**src/rtl/sram_ctrl_pkg.sv**
```systemverilog
package sram_ctrl_pkg;

   typedef enum logic [2:0] {
      ST_IDLE    = 3'd0,
      ST_WR_STB  = 3'd1,
      ST_WR_HOLD = 3'd2,
      ST_RD_STB  = 3'd3,
      ST_RD_SYNC = 3'd4,
      ST_TURN    = 3'd5
   } ctl_state_e;

   // whole cycles covering a time budget, never less than one
   function automatic int phase_cycles(input int t_ps, input int clk_ps);
      int n;
      n = (t_ps + clk_ps - 1) / clk_ps;
      return (n < 1) ? 1 : n;
   endfunction

   function automatic int max4(input int a, input int b, input int c, input int d);
      int m;
      m = a;
      if (b > m) m = b;
      if (c > m) m = c;
      if (d > m) m = d;
      return m;
   endfunction

endpackage

```
**src/rtl/sram_phase_timer.sv**
```systemverilog
module sram_phase_timer #(
   parameter int CNT_W = 2
) (
   input  logic             clk,
   input  logic             rst_n,
   input  logic             load,
   input  logic [CNT_W-1:0] load_val,
   output logic             done
);

   logic [CNT_W-1:0] cnt_q;

   always_ff @(posedge clk or negedge rst_n) begin
      if (!rst_n) begin
         cnt_q <= '0;
      end else if (load) begin
         cnt_q <= load_val;
      end else if (cnt_q != '0) begin
         cnt_q <= cnt_q - 1'b1;
      end
   end

   assign done = (cnt_q == '0);

endmodule

```
**src/rtl/sram_din_sync.sv**
```systemverilog
module sram_din_sync #(
   parameter int DATA_W = 4,
   parameter int STAGES = 1
) (
   input  logic              clk,
   input  logic              rst_n,
   input  logic [DATA_W-1:0] d,
   output logic [DATA_W-1:0] q
);

   generate
      if (STAGES == 1) begin : g_single
         logic [DATA_W-1:0] s_q;
         always_ff @(posedge clk or negedge rst_n) begin
            if (!rst_n) s_q <= '0;
            else        s_q <= d;
         end
         assign q = s_q;
      end else begin : g_chain
         logic [DATA_W-1:0] s_q [STAGES];
         always_ff @(posedge clk or negedge rst_n) begin
            if (!rst_n) s_q[0] <= '0;
            else        s_q[0] <= d;
         end
         for (genvar i = 1; i < STAGES; i++) begin : g_stage
            always_ff @(posedge clk or negedge rst_n) begin
               if (!rst_n) s_q[i] <= '0;
               else        s_q[i] <= s_q[i-1];
            end
         end
         assign q = s_q[STAGES-1];
      end
   endgenerate

endmodule

```
**src/rtl/sram_strobe_ctrl.sv**
```systemverilog
module sram_strobe_ctrl
   import sram_ctrl_pkg::*;
#(
   parameter int ADDR_W        = 20,
   parameter int DATA_W        = 4,
   parameter int CLK_PERIOD_PS = 4000,
   parameter int T_WE_PULSE_PS = 10000,
   parameter int T_ACCESS_PS   = 12000,
   parameter int T_RELEASE_PS  = 6000,
   parameter int SYNC_STAGES   = 1
) (
   input  logic              clk,
   input  logic              rst_n,
   input  logic              req_valid,
   output logic              req_ready,
   input  logic              req_write,
   input  logic [ADDR_W-1:0] req_addr,
   input  logic [DATA_W-1:0] req_wdata,
   output logic              rsp_valid,
   output logic [DATA_W-1:0] rsp_rdata,
   output logic [ADDR_W-1:0] mem_addr,
   output logic              mem_cs_n,
   output logic              mem_we_n,
   output logic              mem_oe_n,
   output logic [DATA_W-1:0] mem_dq_out,
   input  logic [DATA_W-1:0] mem_dq_in,
   output logic              mem_dq_oe
);

   localparam int WP_CYC  = phase_cycles(T_WE_PULSE_PS, CLK_PERIOD_PS);
   localparam int ACC_CYC = phase_cycles(T_ACCESS_PS, CLK_PERIOD_PS);
   localparam int TA_CYC  = phase_cycles(T_RELEASE_PS, CLK_PERIOD_PS);
   localparam int MAX_PH  = max4(WP_CYC, ACC_CYC, TA_CYC, SYNC_STAGES);
   localparam int CNT_W   = $clog2(MAX_PH + 1);

   // elaboration-time parameter checks
   generate
      if (CLK_PERIOD_PS <= 0) begin : g_bad_clk
         $error("sram_strobe_ctrl: CLK_PERIOD_PS must be positive");
      end
      if (SYNC_STAGES < 1) begin : g_bad_sync
         $error("sram_strobe_ctrl: SYNC_STAGES must be at least 1");
      end
      if (ADDR_W < 1 || DATA_W < 1) begin : g_bad_width
         $error("sram_strobe_ctrl: widths must be at least 1");
      end
   endgenerate

   ctl_state_e        state_q;
   logic              accept;
   logic              tmr_load;
   logic [CNT_W-1:0]  tmr_val;
   logic              tmr_done;
   logic [DATA_W-1:0] sync_q;

   assign req_ready = (state_q == ST_IDLE);
   assign accept    = req_valid && req_ready;

   sram_phase_timer #(.CNT_W(CNT_W)) u_timer (
      .clk      (clk),
      .rst_n    (rst_n),
      .load     (tmr_load),
      .load_val (tmr_val),
      .done     (tmr_done)
   );

   sram_din_sync #(.DATA_W(DATA_W), .STAGES(SYNC_STAGES)) u_sync (
      .clk   (clk),
      .rst_n (rst_n),
      .d     (mem_dq_in),
      .q     (sync_q)
   );

   always_comb begin
      tmr_load = 1'b0;
      tmr_val  = '0;
      unique case (state_q)
         ST_IDLE: begin
            if (accept) begin
               tmr_load = 1'b1;
               tmr_val  = req_write ? CNT_W'(WP_CYC - 1) : CNT_W'(ACC_CYC - 1);
            end
         end
         ST_RD_STB: begin
            if (tmr_done) begin
               tmr_load = 1'b1;
               tmr_val  = CNT_W'(SYNC_STAGES - 1);
            end
         end
         ST_RD_SYNC: begin
            if (tmr_done) begin
               tmr_load = 1'b1;
               tmr_val  = CNT_W'(TA_CYC - 1);
            end
         end
         default: begin
            tmr_load = 1'b0;
         end
      endcase
   end

   always_ff @(posedge clk or negedge rst_n) begin
      if (!rst_n) begin
         state_q    <= ST_IDLE;
         mem_addr   <= '0;
         mem_cs_n   <= 1'b1;
         mem_we_n   <= 1'b1;
         mem_oe_n   <= 1'b1;
         mem_dq_out <= '0;
         mem_dq_oe  <= 1'b0;
         rsp_valid  <= 1'b0;
         rsp_rdata  <= '0;
      end else begin
         rsp_valid <= 1'b0;
         unique case (state_q)
            ST_IDLE: begin
               if (accept) begin
                  mem_addr <= req_addr;
                  mem_cs_n <= 1'b0;
                  if (req_write) begin
                     mem_we_n   <= 1'b0;
                     mem_dq_out <= req_wdata;
                     mem_dq_oe  <= 1'b1;
                     state_q    <= ST_WR_STB;
                  end else begin
                     mem_oe_n <= 1'b0;
                     state_q  <= ST_RD_STB;
                  end
               end
            end
            ST_WR_STB: begin
               if (tmr_done) begin
                  mem_we_n <= 1'b1;
                  mem_cs_n <= 1'b1;
                  state_q  <= ST_WR_HOLD;
               end
            end
            ST_WR_HOLD: begin
               mem_dq_oe <= 1'b0;
               state_q   <= ST_IDLE;
            end
            ST_RD_STB: begin
               if (tmr_done) begin
                  mem_cs_n <= 1'b1;
                  mem_oe_n <= 1'b1;
                  state_q  <= ST_RD_SYNC;
               end
            end
            ST_RD_SYNC: begin
               if (tmr_done) begin
                  rsp_valid <= 1'b1;
                  rsp_rdata <= sync_q;
                  state_q   <= ST_TURN;
               end
            end
            ST_TURN: begin
               if (tmr_done) state_q <= ST_IDLE;
            end
            default: begin
               state_q <= ST_IDLE;
            end
         endcase
      end
   end

endmodule

```
**config.mk**
```make
export PLATFORM = sky130hd
export DESIGN_NAME = sram_strobe_ctrl
export DESIGN_NICKNAME = d
export VERILOG_FILES = /design/src/rtl/sram_ctrl_pkg.sv /design/src/rtl/sram_phase_timer.sv /design/src/rtl/sram_din_sync.sv /design/src/rtl/sram_strobe_ctrl.sv
export SDC_FILE = /design/constraint.sdc
export NUM_CORES = 1
export LEC_CHECK = 0
export BUFFER_PORTS_ARGS = -buffer_cell sky130_fd_sc_hd__buf_2
export CORE_UTILIZATION = 50
export DETAILED_ROUTE_END_ITERATION = 8
export PLACE_DENSITY = 0.89
export SETUP_SLACK_MARGIN = 0.05
export SYNTH_ARGS = -nofsm -noshare
export SYNTH_HDL_FRONTEND = slang
export SYNTH_HIERARCHICAL = 1
export SYNTH_SLANG_ARGS = --single-unit
```
**constraint.sdc**
```tcl
create_clock -name clk -period 4 [get_ports clk]
set_clock_uncertainty 0.05 [all_clocks]
set_input_delay 0 -clock clk [delete_from_list [all_inputs] [get_ports clk]]
set_output_delay 0 -clock clk [all_outputs]
set_load 0.02 [all_outputs]
```
### Word-level counts from Yosys, hierarchy flattened

Cells that the tools add are included.

| cells by class | value |
|---|---|
| add/sub/neg operators | 1 |
| equal/unequal tests | 13 |
| multiplexer cells | 28 |
| reduce and logical (&&, ||, !) cells | 19 |

Operator list:

| kind | count |
|---|---|
| 3-bit 2-to-1 mux | 5 |
| 3-bit case mux with 5 select lines | 1 |
| 1-bit 2-to-1 mux | 12 |
| 2-bit nonzero test | 6 |
| 2-bit != test, second input constant | 5 |
| 1-bit case mux with 2 select lines | 5 |
| 3-bit AND reduction | 3 |
| 2-bit 2-to-1 mux | 4 |
| 4-bit AND reduction | 2 |
| 3-bit by 2-bit equality test with 1-bit output, second input constant | 2 |
| 3-bit equality test, second input constant | 2 |
| 2-bit by 1-bit != test with 1-bit output, second input constant | 3 |
| 5-bit AND reduction | 1 |
| 2-bit case mux with 2 select lines | 1 |
| 2-bit AND reduction | 2 |
| 2-bit OR reduction | 2 |
| 3-bit by 1-bit equality test with 1-bit output, second input constant | 1 |
| 3-bit zero test | 1 |
| 2-bit zero test | 1 |
| 2-bit by 1-bit subtractor with 2-bit output, second input constant | 1 |
| 1-bit logical AND | 1 |

| storage, ports and cells | value |
|---|---|
| bits in registers | 42 |
| input port bits | 32 |
| logic and storage cells | 72 |

### Depth between registers and ports, before layout

Gate-level depths: netlist (run 1).

| depth | value |
|---|---|
| word-level depth | 5 |
| mapped depth | 7 |
| depth with buffers taken out | 7 |

### Cells and area by module

The synthesis (run 1) kept the hierarchy.

Modules (own cells, without submodules):

| module | instances | cells an instance | area an instance (um2) | sequential area each (um2) |
|---|---|---|---|---|
| sram_strobe_ctrl | 1 | 98 | 1436.4 | 904.6 |
| sram_phase_timer | 1 | 12 | 113.9 | 50.0 |
| sram_din_sync | 1 | 4 | 100.1 | 100.1 |

### Least setup slack after synthesis (run 1)

OpenSTA, ideal clock, no wires.

| timing | value |
|---|---|
| path kind | register to register |
| start | register u_timer.cnt_q[0] |
| end | register u_timer.cnt_q[1] |
| library setup time | 0.124 ns |
| arrival time | 1.459 ns |
| path slack | 2.367 ns |
| cell stages (with the launch flop) | 7 |
| cells stage by stage | dfrtp_1 > inv_1 > ha_1 > mux2i_1 > o31ai_1 > or2b_1 > o31a_1 |

| on the way | value |
|---|---|
| longest elaborated chain between the ends | 4 |
| elaborated cells between the ends (all ways) | 8 |

Ends and longest elaborated chain:

| what | line | RTL |
|---|---|---|
| start, declared | sram_phase_timer.sv:11 | `logic [CNT_W-1:0] cnt_q;` |
| start signal, assigned | sram_phase_timer.sv:17 | `cnt_q <= load_val;` |
| start signal, assigned | sram_phase_timer.sv:19 | `cnt_q <= cnt_q - 1'b1;` |
| 2-bit zero test * | sram_phase_timer.sv:23 | `assign done = (cnt_q == '0);` |
| net tmr_done | sram_strobe_ctrl.sv:53 | `logic tmr_done;` |
| 1-bit 2-to-1 mux * | sram_strobe_ctrl.sv:85, sram_strobe_ctrl.sv:91 |  |
| 1-bit case mux with 2 select lines * | sram_strobe_ctrl.sv:77 | `unique case (state_q)` |
| net tmr_load | sram_strobe_ctrl.sv:51 | `logic tmr_load;` |
| 2-bit 2-to-1 mux or 2-bit nonzero test (tied branches) | -- |  |

Mark *: on every way through the listed nets, which the timed path passes. The rest lies on a longest branch. The select of a mux whose other input is x is not followed.
A chain may end at the register's enable or synchronous reset.

### Final worst setup path (run 1)

Ends and elaborated chain as after synthesis.

==> results.md, run 1 <==
- Slew HR: 40.0%
- Crit Path Class: reg2reg
- Syn Nets: 147
- Comb pwr share: 43.9%
- Total negative slack: 0 ns
- Port-buffer cells: 65
- Post-Syn Area: 0.00165 mm²
- Core region area: 0.00310 mm²
- Via count: 1284
- Worst Path Arrival: 2.10 ns
- Placed standard-cell area: 0.00201 mm²
- Htree depth: 2
- I/O pin total: 66
- First-pass GRT wire length: 5.84 mm
- Per-cell routed wire length: 14.1 µm
- Most frequent cells in the layout: 65 x buf_2, 39 x dfrtp_1, 31 x dlygate4sd3_1, 28 x mux2_2, 7 x nand2_1
- Die Area: 0.00353 mm²
- Clock Pin Slew Worst Setup and Hold Paths: 0.12 ns
- Largest net degree at the start of global routing: 43
- CTS Sinks: 42
- Area Growth Syn to Fin: 45.8%
- Cells after synthesis: 114
- Initial Util: 53.2%
- Vias in the first global route: 1268
- CP Launch Type: register
- Final Cell Area: 0.00241 mm²
- Flop and latch count out of synthesis: 42
- Clock Latency Late Sink: 0.34 ns
- Antenna Cells: 0
- Net Sw Power: 706 µW
- Vias/cell: 4.98
- Synth unique cells: 29
- RSZ-0062 raised after global routing: no
- Clock power share: 15.1%
- Pre-antenna DRT Iters: 4
- CTS tree: done
- # rows: 20
- Commonest non-fill, non-tap cell in the layout: buf_2
- Syn_area_per_cell: 14.5 µm²
- Flop pwr share: 41.0%
- YS warnings: 6
- GPL Wtd Cong: 0.674
- Fin crit period: 1.91 ns
- Power per standard cell area: 763 mW/mm²
- Die span in y: 59.5 µm
- Worst slew pin tran: 0.900 ns
- Worst stage delay on the critical path: 0.42 ns
- Hold slack: 0.235 ns
- Final period util: 47.8%
- CP required: 4.19 ns
- Final hold viol count: 0
- Setup crit end kind: register
- CP max FO: 9
- Pleak: 1.15 nW
- Post-Layout Cell Count: 258
- Power after layout: 1.84 mW
- Die X-Extent: 59.5 µm
- Max cap viols: 0
- Initial antenna violation count: 0
- Total grt overflow: 0
- Fraction of layout cells with a size suffix above 1: 50.0%
- Status: finished, final reports clean
- Pint: 1.13 mW
- # setup viols final: 0
- Root buffer cell: clkbuf_4
- Switching part of the total: 38.4%
- Cell chain of the critical path: inv_1 > ha_1 > mux2i_1 > o31ai_1 > or2b_1 > o31a_1
- Initial drt markers: 51
- GRT Util Overall: 23.3%
- VDD IR max: 0.000421 V
- Worst min-delay path class: in2reg
- DP HPWL: 2.25 mm
- Final design utilization: 77.5%
- Pre-CTS setup slack: 2.12 ns
- Setup ws final: 2.09 ns
- DRC Markers: 0
- Placed cells: 219
- Max clock buf depth: 2
- Sequential share of the synthesized area: 63.9%
- WL final: 3.64 mm
- Final ANT Viol Nets: 0
- Slowest cell on the critical path: o31ai_1
- Nets: 246
- Fmax: 523 MHz
- CTS Buf Count: 5
- Final Max Tran Viols: 0
- Fill cells: 210
==> flip-flops by register name, summed over array words and instances (netlist names), 2 cells and up <==
signal / flops
u_timer/cnt_q: 2
rsp_rdata: 4
mem_addr: 20
mem_dq_out: 4
u_sync/q: 4
state_q: 3
==> worst paths after layout <==
check / startpoint / to / cells past startpoint / slack, ns
max in group asynchronous: rst_n / mem_addr[8] / 2 / 3.07
min in group asynchronous: rst_n / mem_dq_out[1] / 2 / 0.26
setup reg to reg: u_timer/cnt_q[0] / u_timer/cnt_q[1] / 6 / 2.09
hold reg to reg: mem_cs_n / mem_cs_n / 2 / 0.44
setup / recovery: u_timer/cnt_q[0] / u_timer/cnt_q[1] / 6 / 2.09
hold / removal: mem_dq_in[1] / u_sync/q[1] / 2 / 0.23
==> layer usage <==
metal	GRT usage, %	part of all wire, %	vias up
li1	-	-	597
met1	27.2	39	616
met2	38.7	52	60
met3	7.42	6.0	11
met4	11.2	2.5	0
met5	0	0	-
==> worst max-delay path: cells and delay by family (launching register included) <==
| kind | cells | cell delay, ns |
|---|---|---|
| simple gates | 1 | 0.27 |
| buf+inv | 1 | 0.06 |
| compound gates | 2 | 0.51 |
| flops | 1 | 0.41 |
| mux | 1 | 0.17 |
| fa+ha+maj | 1 | 0.33 |
==> Yosys cell counts <==
| library cell | instances | area [µm²] |
|---|---|---|
| dfrtp_1 | 39 | 976 |
| mux2_2 | 28 | 315 |
| nand2_1 | 7 | 26.3 |
| o21ai_0 | 4 | 20.0 |
| dfstp_2 | 3 | 78.8 |
| inv_1 | 3 | 11.3 |
| nor3_1 | 3 | 15.0 |
| a21oi_1 | 2 | 10.0 |
| and2_1 | 2 | 12.5 |
| buf_4 | 2 | 15.0 |
| clkbuf_1 | 2 | 7.51 |
| nor2_1 | 2 | 7.51 |
| a221oi_1 | 1 | 8.76 |
| a31oi_1 | 1 | 6.26 |
| and3b_1 | 1 | 8.76 |
| buf_2 | 1 | 5.00 |
| ha_1 | 1 | 12.5 |
| mux2i_1 | 1 | 10.0 |
| nand2b_1 | 1 | 6.26 |
| nor3_2 | 1 | 10.0 |
| nor4b_4 | 1 | 23.8 |
| o21a_1 | 1 | 7.51 |
| o22ai_1 | 1 | 6.26 |
| o31a_1 | 1 | 8.76 |
| o31ai_1 | 1 | 7.51 |
| o32ai_1 | 1 | 8.76 |
| or2b_1 | 1 | 7.51 |
| or3b_2 | 1 | 8.76 |
| xor2_1 | 1 | 8.76 |
==> logic make-up after synthesis <==
group	count (synthesis)	share of synthesized area, %
compound gates	13	5.08
buf+inv	8	2.35
flops	42	63.9
xor+xnor	1	0.531
fa+ha+maj	1	0.758
simple gates	20	7.66
mux	29	19.7
==> final cells by class <==
class,instances,area (µm²),share of cell area [%]
sequential,42,1050,43.8
timing repair buffer,97,643,26.7
multi-input combinational,64,557,23.1
clock buffer,7,55.1,2.29
tap,44,55.1,2.29
clock inverter,1,30.0,1.25
inverter,3,11.3,0.468
==> what timing repair did <==
action,4_1_cts,5_1_grt
hold buffers,31,0
hold endpoints to repair,71,0
gates resized for setup,0,0
buffers inserted,0,0
==> power by group through the flow <==
stage               Combinational, mW  Clock (mW)  Sequential [mW]
finish                          0.806       0.277            0.753
global route                    0.866       0.306            0.781
CTS                             0.805       0.287            0.752
detailed placement              0.779           0            0.760
global placement                0.749           0            0.739
floorplan                       0.351           0            0.930
(Power assumes the default switching activity.)
==> inputs of run 2 (changes only) <==
- CORE_UTILIZATION: 50 -> 47
- PLACE_DENSITY: 0.89 -> 0.85
- clock period: 4 -> 1.8 ns (I/O delays scaled with it)
==> results.md, run 2 (same netlist as run 1, synthesis figures left out) <==
- Comb pwr share: 47.5% (+3.6 points)
- RSZ-0062 raised after global routing: no
- Cell chain of the critical path: inv_1 > ha_2 > mux2i_1 > o31ai_2 > or2b_1 > o31a_1
- Final design utilization: 73.9% (-3.7 points)
- Port-buffer cells: 65 (unchanged)
- Worst min-delay path class: in2reg
- Die span in y: 61.3 µm (+3.0%)
- Pre-antenna DRT Iters: 4 (unchanged)
- DRC Markers: 0 (unchanged)
- Final hold viol count: 0 (unchanged)
- Slew HR: 66.6% (+27 points)
- Antenna Cells: 0 (unchanged)
- Hold slack: 0.0522 ns (-0.182 ns)
- Die Area: 0.00375 mm² (+6.2%)
- DP HPWL: 2.27 mm (+0.90%)
- Core region area: 0.00334 mm² (+7.5%)
- Clock Latency Late Sink: 0.34 ns (about the same)
- Clock Pin Slew Worst Setup and Hold Paths: 0.12 ns (about the same)
- Per-cell routed wire length: 13.9 µm (-1.1%)
- I/O pin total: 66 (unchanged)
- Largest net degree at the start of global routing: 43 (unchanged)
- CP Launch Type: register
- Worst stage delay on the critical path: 0.40 ns (-0.02 ns)
- GRT Util Overall: 21.3% (-2.0 points)
- Fmax: 596 MHz (+14%)
- CP required: 1.99 ns (-2.20 ns)
- Slowest cell on the critical path: dfrtp_1
- Fraction of layout cells with a size suffix above 1: 52.5% (+2.5 points)
- Hold Path Origin: req_valid
- CTS Buf Count: 5 (unchanged)
- First-pass GRT wire length: 5.59 mm (-4.4%)
- Max reg flops: 20 (unchanged)
- Crit Path Class: reg2reg
- VDD IR max: 0.000911 V (+120%)
- Area Growth Syn to Fin: 49.4%
- Setup crit end kind: register
- Initial antenna violation count: 0 (unchanged)
- Vias in the first global route: 1250 (-1.4%)
- Final period util: 93.2% (+45 points)
- Die X-Extent: 61.3 µm (+3.0%)
- Clock power share: 13.9% (-1.2 points)
- Fin crit period: 1.68 ns (-0.235 ns)
- # setup viols final: 0 (unchanged)
- Initial drt markers: 58 (+14%)
- Root buffer cell: clkbuf_4
- Commonest non-fill, non-tap cell in the layout: buf_2
- CTS Sinks: 42 (unchanged)
- CTS tree: done
- Max cap viols: 0 (unchanged)
- Reg2reg start: u_timer/cnt_q[1]
- Crit-path leading delay family: flip-flops
- Crit. Startpoint: u_timer/cnt_q[1]
- Top reg by flops: mem_addr
- Total grt overflow: 0 (unchanged)
- # rows: 21 (+5.0%)
- Worst slew pin tran: 0.501 ns (-0.399 ns)
- Power per standard cell area: 1690 mW/mm² (+120%)
- Net Sw Power: 1.61 mW (+130%)
- Initial Util: 49.5% (-3.7 points)
- Status: finished, final reports clean
- Via count: 1324 (+3.1%)
- Flop pwr share: 38.6% (-2.4 points)
- Htree depth: 2 (unchanged)
- Pint: 2.56 mW (+130%)
- Final ANT Viol Nets: 0 (unchanged)
- Most frequent cells in the layout: 65 x buf_2, 39 x dfrtp_1, 31 x dlygate4sd3_1, 28 x mux2_2, 7 x nand2_1
- Final Max Tran Viols: 0 (unchanged)
- Switching part of the total: 38.6% (+0.14 points)
- Max clock buf depth: 2 (unchanged)
- CP max FO: 9 (unchanged)
- Power after layout: 4.16 mW (+130%)
- Nets: 251 (+2.0%)
- WL final: 3.69 mm (+1.6%)
- Worst Path Arrival: 1.87 ns (-0.23 ns)
- Vias/cell: 5.00 (+0.39%)
- WP buf/inv: 1 (unchanged)
- GPL Wtd Cong: 0.818 (+21%)
- Pleak: 1.18 nW (+2.5%)
## run 2: cell types whose count changed in the layout (fill, tap and decap cells not counted), sizes merged
cell and delta:
buf +5, clkinv +2, clkbuf -2
## run 2: per-stage QoR
step / worst slack, ns / instances / TNS (ns) / area [µm²]
final: 0.122 / 265 / 0 / 2460
after global routing: 0.0505 / 265 / 0 / 2460
after CTS: 0.132 / 264 / 0 / 2450
after detailed placement: -0.0414 / 225 / -0.0414 / 2060
after global placement: 0.119 / 225 / 0 / 2060
after floorplan: 0.167 / 114 / 0 / 1650
## run 2: path summary, 6_finish.rpt
path / end / slack (ns) / cells past startpoint
setup / recovery: u_timer/cnt_q[1] / 0.12 / 6
hold / removal: state_q[1] / 0.05 / 3
setup reg to reg: u_timer/cnt_q[1] / 0.12 / 6
max in group asynchronous: mem_cs_n / 1.16 / 3
hold reg to reg: rsp_rdata[1] / 0.44 / 1
min in group asynchronous: mem_dq_out[0] / 0.18 / 3
## run 2: power groups by stage
stage / Combinational (mW) / Clock, mW / Sequential, mW
after global placement: 1.79 / 0 / 1.59
after global routing: 2.14 / 0.632 / 1.66
final: 1.98 / 0.577 / 1.61
after CTS: 1.93 / 0.593 / 1.60
after floorplan: 0.781 / 0 / 2.07
after detailed placement: 1.85 / 0 / 1.62
## run 2: area by class of cell
| type | count | area, µm² |
|---|---|---|
| flip-flops and latches | 42 | 1050 |
| clock inverters | 3 | 40.0 |
| inverters | 3 | 11.3 |
| fillers | 229 | 872 |
| multi-input cells | 64 | 571 |
| well taps | 46 | 57.6 |
| clock buffers | 5 | 37.5 |
| repair buffers | 102 | 693 |
## run 2: repair_timing
| action | 4_1_cts | 5_1_grt |
|---|---|---|
| setup buffers | 0 | 1 |
| endpoints found under the setup margin | 4 | 5 |
| hold endpoints to repair | 71 | 0 |
| hold buffers | 31 | 0 |
| gates resized for setup | 2 | 1 |
| pin swaps | 0 | 1 |
## run 2: layer usage
metal	vias to the layer above	track usage [%]	part of all wire [%]	wire length, µm
met5	-	0	0	0
met4	0	9.74	1.6	59
met3	7	5.25	4.6	169
met2	50	35.7	53	1970
met1	661	26.1	41	1500
li1	606	-	-	-
## run 2: worst register-to-register path, delay by kind of cell, from the launching register on
family                     cells  cell delay, ns
AOI/OAI and AO/OA              2            0.37
adders and majority gates      1            0.27
buffers and inverters          1            0.07
DFF                            1            0.40
muxes                          1            0.16
and+or+nand+nor                1            0.26
